**src/rtl/dsm_pkg.sv**
```systemverilog
package dsm_pkg;
   // Largest positive code of a signed word of width w: the modulator full scale
   function automatic int full_scale(input int w);
      return (1 << (w - 1)) - 1;
   endfunction
endpackage

```
**src/rtl/dsm_diff.sv**
```systemverilog
module dsm_diff #(
   parameter int IN_W = 16
) (
   input  logic                   fb_bit,
   input  logic signed [IN_W-1:0] din,
   output logic signed [IN_W:0]   diff
);
   localparam logic signed [IN_W:0] FS_P = {2'b00, {(IN_W-1){1'b1}}};

   logic signed [IN_W:0] din_x;
   logic signed [IN_W:0] fb_val;

   always_comb begin
      din_x  = {din[IN_W-1], din};
      fb_val = fb_bit ? FS_P : -FS_P;
      diff   = din_x - fb_val;
   end
endmodule

```
**src/rtl/dsm_integ.sv**
```systemverilog
module dsm_integ #(
   parameter int IN_W  = 16,
   parameter int ACC_W = 20
) (
   input  logic                    clk,
   input  logic                    rst,
   input  logic                    en,
   input  logic signed [IN_W:0]    diff,
   output logic signed [ACC_W-1:0] acc_q,
   output logic signed [ACC_W-1:0] acc_nxt
);
   localparam int EXT_W = ACC_W - IN_W;
   localparam logic signed [ACC_W-1:0] ACC_MAX = {1'b0, {(ACC_W-1){1'b1}}};
   localparam logic signed [ACC_W-1:0] ACC_MIN = {1'b1, {(ACC_W-1){1'b0}}};

   logic signed [ACC_W:0] sum;
   logic                  ovf;

   always_comb begin
      sum = {acc_q[ACC_W-1], acc_q} + {{EXT_W{diff[IN_W]}}, diff};
      ovf = sum[ACC_W] ^ sum[ACC_W-1];
      if (ovf) acc_nxt = sum[ACC_W] ? ACC_MIN : ACC_MAX;
      else     acc_nxt = sum[ACC_W-1:0];
   end

   always_ff @(posedge clk) begin
      if (rst)     acc_q <= '0;
      else if (en) acc_q <= acc_nxt;
   end

   AST_ACC_RESET: assert property (@(posedge clk) rst |=> (acc_q == '0));
   AST_ACC_HOLD: assert property (@(posedge clk) disable iff (rst)
      !en |=> $stable(acc_q));
   AST_NO_OVERFLOW: assert property (@(posedge clk) disable iff (rst)
      (en && !acc_q[ACC_W-1] && !diff[IN_W]) |=> ($signed(acc_q) >= $past($signed(acc_q))));
   AST_NO_UNDERFLOW: assert property (@(posedge clk) disable iff (rst)
      (en && acc_q[ACC_W-1] && diff[IN_W]) |=> ($signed(acc_q) <= $past($signed(acc_q))));
endmodule

```
**src/rtl/dsm_quant.sv**
```systemverilog
module dsm_quant #(
   parameter int ACC_W = 20
) (
   input  logic                    clk,
   input  logic                    rst,
   input  logic                    en,
   input  logic signed [ACC_W-1:0] acc_nxt,
   output logic                    bit_q
);
   always_ff @(posedge clk) begin
      if (rst)     bit_q <= 1'b0;
      else if (en) bit_q <= ~acc_nxt[ACC_W-1];
   end

   AST_BIT_RESET: assert property (@(posedge clk) rst |=> !bit_q);
   AST_BIT_HOLD: assert property (@(posedge clk) disable iff (rst)
      !en |=> $stable(bit_q));
endmodule

```
**src/rtl/dsm_mod.sv**
```systemverilog
module dsm_mod #(
   parameter int IN_W  = 16,
   parameter int ACC_W = 20
) (
   input  logic                   clk,
   input  logic                   rst,
   input  logic                   en,
   input  logic signed [IN_W-1:0] din,
   output logic                   dout
);
   localparam int FS = dsm_pkg::full_scale(IN_W);

   generate
      if (IN_W < 2) begin : g_bad_in
         $error("dsm_mod: IN_W must be at least 2");
      end
      if (ACC_W < IN_W + 2) begin : g_bad_acc
         $error("dsm_mod: ACC_W must be at least IN_W+2 to hold twice full scale");
      end
   endgenerate

   logic signed [IN_W:0]    diff;
   logic signed [ACC_W-1:0] acc_q;
   logic signed [ACC_W-1:0] acc_nxt;
   logic                    bit_q;

   dsm_diff #(.IN_W(IN_W)) u_diff (
      .fb_bit (bit_q),
      .din    (din),
      .diff   (diff)
   );

   dsm_integ #(.IN_W(IN_W), .ACC_W(ACC_W)) u_integ (
      .clk     (clk),
      .rst     (rst),
      .en      (en),
      .diff    (diff),
      .acc_q   (acc_q),
      .acc_nxt (acc_nxt)
   );

   dsm_quant #(.ACC_W(ACC_W)) u_quant (
      .clk     (clk),
      .rst     (rst),
      .en      (en),
      .acc_nxt (acc_nxt),
      .bit_q   (bit_q)
   );

   assign dout = bit_q;

   AST_SIGN_MATCH: assert property (@(posedge clk) disable iff (rst)
      en |=> (dout == !acc_q[ACC_W-1]));
   AST_FB_STEP: assert property (@(posedge clk) disable iff (rst)
      (en && (din == FS[IN_W-1:0]) && dout) |=> ($stable(acc_q) && dout));
endmodule

```
**config.mk**
```make
export PLATFORM = sky130hd
export DESIGN_NAME = dsm_mod
export DESIGN_NICKNAME = d
export VERILOG_FILES = /design/src/rtl/dsm_pkg.sv /design/src/rtl/dsm_diff.sv /design/src/rtl/dsm_integ.sv /design/src/rtl/dsm_quant.sv /design/src/rtl/dsm_mod.sv
export SDC_FILE = /design/constraint.sdc
export NUM_CORES = 1
export LEC_CHECK = 0
export BUFFER_PORTS_ARGS = -buffer_cell sky130_fd_sc_hd__buf_4
export CORE_ASPECT_RATIO = 2
export CORE_MARGIN = 2
export CORE_UTILIZATION = 56
export CTS_CLUSTER_DIAMETER = 80
export DETAILED_ROUTE_END_ITERATION = 7
export GPL_ROUTABILITY_DRIVEN = 1
export GPL_TIMING_DRIVEN = 0
export HOLD_SLACK_MARGIN = 0.08
export PLACE_DENSITY = 0.75
export SYNTH_ARGS = -nofsm -noshare
export SYNTH_HDL_FRONTEND = slang
export SYNTH_SLANG_ARGS = --single-unit
```
**constraint.sdc**
```tcl
create_clock -name clk -period 4.3 [get_ports clk]
set_input_delay 0.215 -clock clk [delete_from_list [all_inputs] [get_ports clk]]
set_output_delay 0.215 -clock clk [all_outputs]
set_load 0.02 [all_outputs]
```
-- Word level (Yosys, flattened, before mapping)
Cells that the tools add are included.
- output and inout bits: 1
- register bits after elaboration: 21
- input port bits: 19
- logic and storage cells: 9
- multiplexer cells: 3
- add/sub/neg operators: 2
- bitwise gates (word level): 2
- operator list (kind ; count):
    2-to-1 mux 20 bit ; 2
    adder 20 x 17 -> 21 bit ; 1
    2-to-1 mux 17 bit ; 1
    subtractor 16 x 17 -> 17 bit ; 1
    NOT 1 bit ; 1
    bitwise XOR 1 bit ; 1

-- Logic depth before layout (Yosys ltp)
Gate-level depths: netlist (run 1).
- depth in word-level cells: 6
- depth in mapped cells: 21
- depth with buffers taken out: 19

-- Modules after synthesis
A second synthesis (run 1) with hierarchy kept.
- cells, all modules: 359
- area, all modules: 2852.7 µm²
- by module, submodules not included (module ; cells an instance ; instances ; area an instance (µm²) ; sequential area each (µm²)):
    dsm_integ ; 262 ; 1 ; 2067.0 ; 400.4
    dsm_diff ; 94 ; 1 ; 754.5 ; 0.0
    dsm_quant ; 3 ; 1 ; 31.3 ; 20.0

-- Worst setup path before layout (run 1)
Ideal clock, no wire load.
- path type: reg2reg
- from: register u_quant.bit_q
- to: register u_integ.acc_q[10]
- arrival: 4660 ps
- slack: -445 ps
- cell stages (with the launch flop): 22
- clock period less this slack: 4745 ps
- path buffers: 2
- data required time: 4214 ps
- library setup time: 86 ps
- path through: dfxtp_1 inv_1 fa_1 a21o_1 a21o_1 a21oi_1 o21ai_0 a211o_1 a31o_2 a21oi_1 xnor2_1 ha_1 clkbuf_2 a21oi_1 o21ai_0 a21oi_2 a21oi_2 o41ai_4 xor2_4 buf_6 maj3_2 a211oi_1
- word-level cells in the longest chain between the ends: 5
- elaborated cells on any way between the ends: 6
- those cells by class: add/sub: 2; mux: 3; bitwise: 1
- RTL lines (element ; line ; source):
    from (decl) ; dsm_quant.sv:8 ; output logic bit_q
    from (signal assigned) ; dsm_quant.sv:12 ; else if (en) bit_q <= ~acc_nxt[ACC_W-1];
    2-to-1 mux 17 bit * ; dsm_diff.sv:15 ; fb_val = fb_bit ? FS_P : -FS_P;
    subtractor 16 x 17 -> 17 bit * ; dsm_diff.sv:16 ; diff = din_x - fb_val;
    adder 20 x 17 -> 21 bit * ; dsm_integ.sv:20 ; sum = {acc_q[ACC_W-1], acc_q} + {{EXT_W{diff[IN_W]}}, diff};
    2-to-1 mux 20 bit or bitwise XOR 1 bit (tied branches) ; dsm_integ.sv:22, dsm_integ.sv:21 ;
    2-to-1 mux 20 bit * ; dsm_integ.sv:22 ; if (ovf) acc_nxt = sum[ACC_W] ? ACC_MIN : ACC_MAX;
    to (signal assigned) ; dsm_integ.sv:28 ; else if (en) acc_q <= acc_nxt;
    to (decl) ; dsm_integ.sv:9 ; output logic signed [ACC_W-1:0] acc_q,
Mark *: on every way between the ends. The rest lies on a longest branch, timed or not.
A chain may end at the register's enable or synchronous reset.

-- Worst setup path in the final report (run 1)
- from: register u_quant.bit_q
- to: register u_integ.acc_q[8]
The elaborated chain is that of the path after synthesis.

==> results.json, run 1 <==
{
  "antenna_found_initial": 0,
  "die_h_um": 101.7,
  "clock_latency_ns": 0.27,
  "cp-end-kind": "flip-flop",
  "hold_violations": 0,
  "synth_area_leaders": "ha_1 (18%), dfxtp_1 (16%), a211oi_1 (5.6%)",
  "routed-via-count": 2620,
  "hp-class": "input port to flip-flop",
  "grt_max_degree": 14,
  "dieWidth_um": 52.85,
  "fin_worst_skew_ns": 0.005895,
  "post_drt_wl_per_cell_um": 16.79,
  "fin_ws_ns": -0.3670,
  "synth.avg_cell_area_um2": 8.123,
  "start_util": 0.5812,
  "coreArea_um2": 4598,
  "nets": 434,
  "fillCellCount": 344,
  "antenna_left": 0,
  "path_max_fanout": 10,
  "maxSlewHeadroom": 0.5013,
  "synth-seq-area-share": 0.1573,
  "grt_pass1_wl_mm": 11.37,
  "syn2layout_area_growth_pct": 27.90,
  "yosysUniqueCellTypes": 53,
  "fmax_mhz": 214.3,
  "yosysMostFrequentCell": "nor2_1",
  "cts_tree": "done",
  "totalWireLength_mm": 7.201,
  "rows": 35,
  "cp_cell_sequence": "clkinvlp_4 > ha_1 > o2111ai_1 > o21bai_1 > nand3_1 > o41a_1 > a21oi_2 > xnor2_1 > ha_1 > buf_6 > nand4_1 > a21oi_2 > a221oi_4 > a211oi_2 > o21ai_1 > a31o_2 > buf_6 > maj3_2 > a211oi_2",
  "timing.rr.start": "u_quant.bit_q$_SDFFE_PP0P_",
  "num_antenna_cells": 0,
  "yosysWarnings": 0,
  "reg2reg_setup_slack_ns": -0.37,
  "netlist_instances": 329,
  "synth_area_um2": 2673,
  "status": "finished with violations",
  "min_path_cells": 3,
  "drive_above_1_share": 0.3262,
  "drcViolationCount": 0,
  "grt_usage": 0.2807,
  "violations": "setup timing",
  "fin_crit_ns": 4.667,
  "drv_slew": 0,
  "synth_top_cells_by_count": "nor2_1 (40), ha_1 (38), a21oi_1 (25), nand2_1 (25), dfxtp_1 (21)",
  "io_buffers": 18,
  "timing.critical_path.buf_inv": 3,
  "ys_async_sr_fraction": 0,
  "max_cap_viol_count": 0,
  "min_period_over_period": 1.085,
  "placed_area_um2": 2968,
  "ios": 20,
  "grt_pass1_vias": 2610,
  "clk_pin_slew_ns": 0.08,
  "finalSetupViolations": 20,
  "synthesis.nets": 388,
  "whs_endpoint": "u_integ.acc_q[18]$_SDFFE_PP0P_",
  "synth_top_area_cell": "ha_1",
  "synth_edf_count": 0,
  "r2r-end": "u_integ.acc_q[8]$_SDFFE_PP0P_",
  "crit_path_top_delay_cell": "ha_1",
  "cp-start-kind": "flip-flop",
  "arrival_ns": 4.86,
  "crit_type": "flip-flop to flip-flop",
  "r2r_cells": 19,
  "worst_pin_slew_ns": 0.7480,
  "ys_ff_latch": 21,
  "place_congestion": 0.9605,
  "gr-total-overflow": 0,
  "clock_tree.root_cell": "clkbuf_8",
  "drt_iter0_markers": 49,
  "fp.dieArea_um2": 5375,
  "netlist.area_leader.share": 0.1779,
  "cts-buffers-inserted": 3,
  "cts_sinks": 21,
  "cts.hold.buffers_added": 0,
  "design_area_um2": 3418,
  "hold_start": "rst",
  "htreeDepth": 1,
  "clk_path_buf_depth": 2,
  "crit_required_ns": 4.49,
  "synth_ff_type": "dfxtp_1",
  "first_pass_iters": 4,
  "grt_setup_unrepaired": "true",
  "dpl.hpwl_mm": 5.126,
  "critical_path.top_delay_family": "compound AO/OA/AOI/OAI gates",
  "max_stage_delay_ns": 0.45,
  "viasPerCell": 6.107
}
==> layout by cell type, fill, tap and decap left out, types with 4 or more instances in the layout <==
cell type / count
nand3_1: 11
nor2_1: 38
nor3_1: 5
a211oi_1: 5
nand2_1: 25
o21ai_0: 9
ha_4: 4
xnor2_1: 16
clkbuf_1: 6
a21o_1: 5
a211oi_2: 16
a21oi_2: 9
o21bai_1: 4
a22o_1: 4
buf_6: 7
maj3_2: 16
dfxtp_1: 20
buf_4: 37
inv_1: 9
a21oi_1: 18
xor2_1: 11
ha_1: 31
==> through the flow <==
stage,hold slack (ns),instances,TNS [ns],util,setup WS [ns]
final,0.3143,429,-6.150,0.7434,-0.3670
after global routing,0.3082,429,-10.50,0.7434,-0.5970
after CTS,0.2943,422,-5.776,0.7132,-0.3264
after detailed placement,0.4746,402,-15.01,0.6454,-0.7682
after global placement,0.4687,402,-14.33,0.6454,-0.7409
after floorplan,0.4561,329,-1.020,-,-0.1194
==> worst max-delay path by stage <==
stage                               startpoint                        endpoint  slack (ns)  cells past startpoint
finish              u_quant.bit_q$_SDFFE_PP0P_   u_integ.acc_q[8]$_SDFFE_PP0P_       -0.37                     19
global route        u_quant.bit_q$_SDFFE_PP0P_   u_integ.acc_q[8]$_SDFFE_PP0P_       -0.60                     19
CTS                 u_quant.bit_q$_SDFFE_PP0P_   u_integ.acc_q[8]$_SDFFE_PP0P_       -0.33                     21
detailed placement  u_quant.bit_q$_SDFFE_PP0P_   u_integ.acc_q[0]$_SDFFE_PP0P_       -0.77                     19
global placement    u_quant.bit_q$_SDFFE_PP0P_  u_integ.acc_q[12]$_SDFFE_PP0P_       -0.74                     20
floorplan           u_quant.bit_q$_SDFFE_PP0P_  u_integ.acc_q[10]$_SDFFE_PP0P_       -0.12                     21
==> final cells by class <==
cell class                 instances  area, µm²  share of cell area
multi-input combinational        285       2382              0.6969
sequential                        21      424.2              0.1241
timing repair buffer              43      371.6              0.1087
buffer                            11      82.58             0.02416
tap                               55      68.82             0.02013
clock buffer                       3      41.29             0.01208
inverter                          10      41.29             0.01208
clock inverter                     1      6.256            0.001830
==> sequential cells by signal, indices dropped and copies added, names as in the netlist <==
name,count
u_quant.bit_q,1
u_integ.acc_q,20
==> logic make-up after synthesis <==
group	count (synthesis)	synth area share
buffers and inverters	23	0.04214
AND/OR/NAND/NOR	99	0.1657
multiplexers	1	0.004213
flip-flops	21	0.1573
adder cells (fa/ha/maj)	56	0.2561
XOR/XNOR	28	0.09878
AO/OA/AOI/OAI	101	0.2758
==> per-layer routing <==
metal | routed length [µm] | GRT usage | vias up
met5 | 0 | 0 | -
met4 | 280 | 0.1282 | 0
met3 | 139 | 0.02065 | 24
met2 | 4100 | 0.5462 | 49
met1 | 2680 | 0.2847 | 1241
li1 | - | - | 1306
==> tightest hold or removal path, cell delays in order <==
cell      delay [ns]
buf_4           0.10
a211oi_4        0.04
a22o_1          0.18
==> what timing repair did <==
action,CTS,global route
resized for setup,30,19
gates cloned,1,1
pin swaps,28,17
endpoints found under the setup margin,21,21
buffers inserted,16,7
Power of run 1 is not shown: default switching activity piles up to over one toggle a cycle in this logic, so the estimate is an artifact.
==> run 2: changes to the inputs <==
--- a/config.mk
+++ b/config.mk
@@ -5,6 +5,7 @@
 export SDC_FILE = /design/constraint.sdc
 export NUM_CORES = 1
 export LEC_CHECK = 0
+export ABC_AREA = 1
 export BUFFER_PORTS_ARGS = -buffer_cell sky130_fd_sc_hd__buf_4
 export CORE_ASPECT_RATIO = 2
 export CORE_MARGIN = 2
==> run 2 against run 1 <==
Net effect: the run now ends clean; maximum frequency up 18%; count of clock-buffer cells in the layout unchanged; sequential share of layout area up 1.2 points; critical path type unchanged.
==> results.json, run 2 <==
{
  "crit_required_ns": 4.48,
  "crit_type": "flip-flop to flip-flop",
  "netlist_instances": 427,
  "cts.hold.buffers_added": 0,
  "gr-total-overflow": 0,
  "routed-via-count": 2825,
  "fin_ws_ns": 0.3576,
  "synth_top_area_cell": "ha_1",
  "dieWidth_um": 53.71,
  "rows": 36,
  "cp-start-kind": "flip-flop",
  "yosysWarnings": 0,
  "regMostFlops": "u_integ.acc_q",
  "first_pass_iters": 4,
  "hp-class": "input port to flip-flop",
  "grt_setup_unrepaired": "false",
  "clk_path_buf_depth": 2,
  "cp-end-kind": "flip-flop",
  "ir_drop_mv": 0.3792,
  "fin_crit_ns": 3.942,
  "nets": 512,
  "ios": 20,
  "power_leakage_nw": 1.628,
  "fin_worst_skew_ns": 0.004633,
  "dpl.hpwl_mm": 5.992,
  "fmax_mhz": 253.7,
  "coreArea_um2": 4820,
  "max_cap_viol_count": 0,
  "path_max_fanout": 10,
  "synth-seq-area-share": 0.1519,
  "synth_top_cells_by_count": "nand2_1 (123), a21oi_1 (42), ha_1 (38), inv_1 (38), o21ai_0 (26)",
  "status": "finished clean",
  "worst_pin_slew_ns": 0.4886,
  "synth_area_leaders": "ha_1 (17%), nand2_1 (17%), dfxtp_1 (15%)",
  "place_ws_ns": -0.1235,
  "antenna_left": 0,
  "drt_iter0_markers": 65,
  "arrival_ns": 4.13,
  "cts_sinks": 21,
  "mostFrequentLayoutCell": "nand2_1",
  "synth_ff_type": "dfxtp_1",
  "clk_pin_slew_ns": 0.09,
  "synth.avg_cell_area_um2": 6.482,
  "hold_violations": 0,
  "antenna_found_initial": 0,
  "die_h_um": 103.4,
  "ys_ff_latch": 21,
  "grt_usage": 0.2916,
  "fp.dieArea_um2": 5555,
  "grt_max_degree": 13,
  "post_drt_wl_per_cell_um": 14.32,
  "clock_latency_ns": 0.29,
  "syn2layout_area_growth_pct": 11.57,
  "finalSetupViolations": 0,
  "drcViolationCount": 0,
  "io_buffers": 19,
  "num_antenna_cells": 0,
  "cts-buffers-inserted": 3,
  "grt_pass1_wl_mm": 11.85,
  "place_congestion": 0.9311,
  "largest_register_ffs": 20,
  "cts_tree": "done",
  "start_util": 0.5742,
  "viasPerCell": 5.550,
  "maxSlewHeadroom": 0.6743,
  "totalWireLength_mm": 7.287,
  "clock_tree.root_cell": "clkbuf_8",
  "drive_above_1_share": 0.1438,
  "netlist.area_leader.share": 0.1718,
  "final_cell_mix": "nand2_1 (123), a21oi_1 (39), inv_1 (37), ha_1 (37), nor2_1 (25)",
  "synth_area_um2": 2768,
  "top_regs": "u_integ.acc_q: 20 flops, u_quant.bit_q: 1 flops",
  "htreeDepth": 1,
  "design_area_um2": 3088,
  "grt_pass1_vias": 2828,
  "ys_async_sr_fraction": 0,
  "final_util": 0.6407,
  "synthesis.nets": 486,
  "min_period_over_period": 0.9168,
  "yosysMostFrequentCell": "nand2_1",
  "drv_slew": 0,
  "power.density_nw_per_um2": 737.5,
  "synth_edf_count": 0,
  "placed_area_um2": 2982,
  "yosysUniqueCellTypes": 35
}
==> run 2: cell types whose count changed after synthesis, moves of 5 or more <==
| cell | change |
|---|---|
| nand2_1 | +98 |
| xnor2_1 | -5 |
| nand3_1 | +13 |
| maj3_1 | -9 |
| a211oi_1 | -20 |
| a21oi_2 | +7 |
| o21ai_0 | +14 |
| inv_1 | +28 |
| xor2_1 | +7 |
| inv_2 | +7 |
| a21oi_1 | +17 |
| maj3_2 | -7 |
| nor2_1 | -15 |
==> run 2: path summary, 6_finish.rpt <==
| kind | startpoint | to | slack (ns) | cells past startpoint |
|---|---|---|---|---|
| min | rst | u_integ.acc_q[1]$_SDFFE_PP0P_ | 0.12 | 2 |
| max reg2reg | u_quant.bit_q$_SDFFE_PP0P_ | u_integ.acc_q[11]$_SDFFE_PP0P_ | 0.36 | 22 |
| max | u_quant.bit_q$_SDFFE_PP0P_ | u_integ.acc_q[11]$_SDFFE_PP0P_ | 0.36 | 22 |
| min reg2reg | u_integ.acc_q[19]$_SDFFE_PP0P_ | u_integ.acc_q[19]$_SDFFE_PP0P_ | 0.47 | 2 |
==> run 2: worst max-delay path, cell delays in order (launching register included) <==
cell and delay (ns):
dfxtp_2 0.39, clkinvlp_4 0.23, fa_1 0.46, nand3_1 0.08, nand2_1 0.10, a21oi_2 0.23
o21ai_1 0.13, a21boi_2 0.19, o21ai_0 0.11, xor2_1 0.26, ha_1 0.34, nand2_1 0.09
nand2_1 0.08, nand2_1 0.07, nand2_1 0.07, a21oi_2 0.21, buf_4 0.14, nand4_1 0.08
nand2_1 0.14, nand2_4 0.13, buf_6 0.17, nand2_1 0.08, a21oi_2 0.06
==> run 2: power breakdown <==
group | switching [mW] | internal, mW | total, mW | leakage [nW]
Clock | 0.0812 | 0.0653 | 0.147 | 0.0255
Sequential | 0.0499 | 0.268 | 0.318 | 0.175
Combinational | 1.14 | 0.670 | 1.81 | 1.43
==> run 2: final cells by class <==
cell class / count / area [µm²]
well taps: 57 / 71.32
fillers: 470 / 1732
multi-input cells: 355 / 2175
clock inverters: 1 / 5.005
clock buffers: 3 / 41.29
flip-flops and latches: 21 / 421.7
inverters: 46 / 178.9
repair buffers: 21 / 161.4
plain buffers: 5 / 33.78
==> run 2: logic make-up (layout without fill, tap and decap cells) <==
kind of cell | after synthesis | in the layout | share of synthesized area
simple gates | 194 | 194 | 0.3047
compound gates | 92 | 92 | 0.1908
buf+inv | 51 | 76 | 0.07459
fa+ha+maj | 40 | 40 | 0.1863
xor+xnor | 29 | 29 | 0.09177
flops | 21 | 21 | 0.1519
==> run 2: stage by stage <==
step	hold WS [ns]	std cells	total power, mW	setup TNS [ns]
finish	0.1180	509	2.277	0
detailed placement	0.4207	503	2.077	-1.316
global route	0.1293	509	2.507	0
CTS	0.1168	508	2.242	0
global placement	0.4153	503	2.042	-0.7428
floorplan	0.2841	427	1.714	0
==> run 2: what timing repair did <==
| action | CTS | global route |
|---|---|---|
| endpoints found under the hold margin | 0 | 0 |
| resized for setup | 3 | 11 |
| pin swaps | 0 | 4 |
| endpoints found under the setup margin | 17 | 19 |
| buffers inserted | 1 | 1 |
| gates cloned | 0 | 0 |
==> run 2: metal layers <==
metal | global-route usage | part of all wire | vias to the layer above
li1 | - | - | 1474
met3 | 0.01724 | 0.018 | 19
met5 | 0 | 0 | -
met1 | 0.2770 | 0.36 | 1294
met4 | 0.1854 | 0.043 | 0
met2 | 0.5629 | 0.58 | 38
Note: power is estimated with default switching activity, not from simulation.
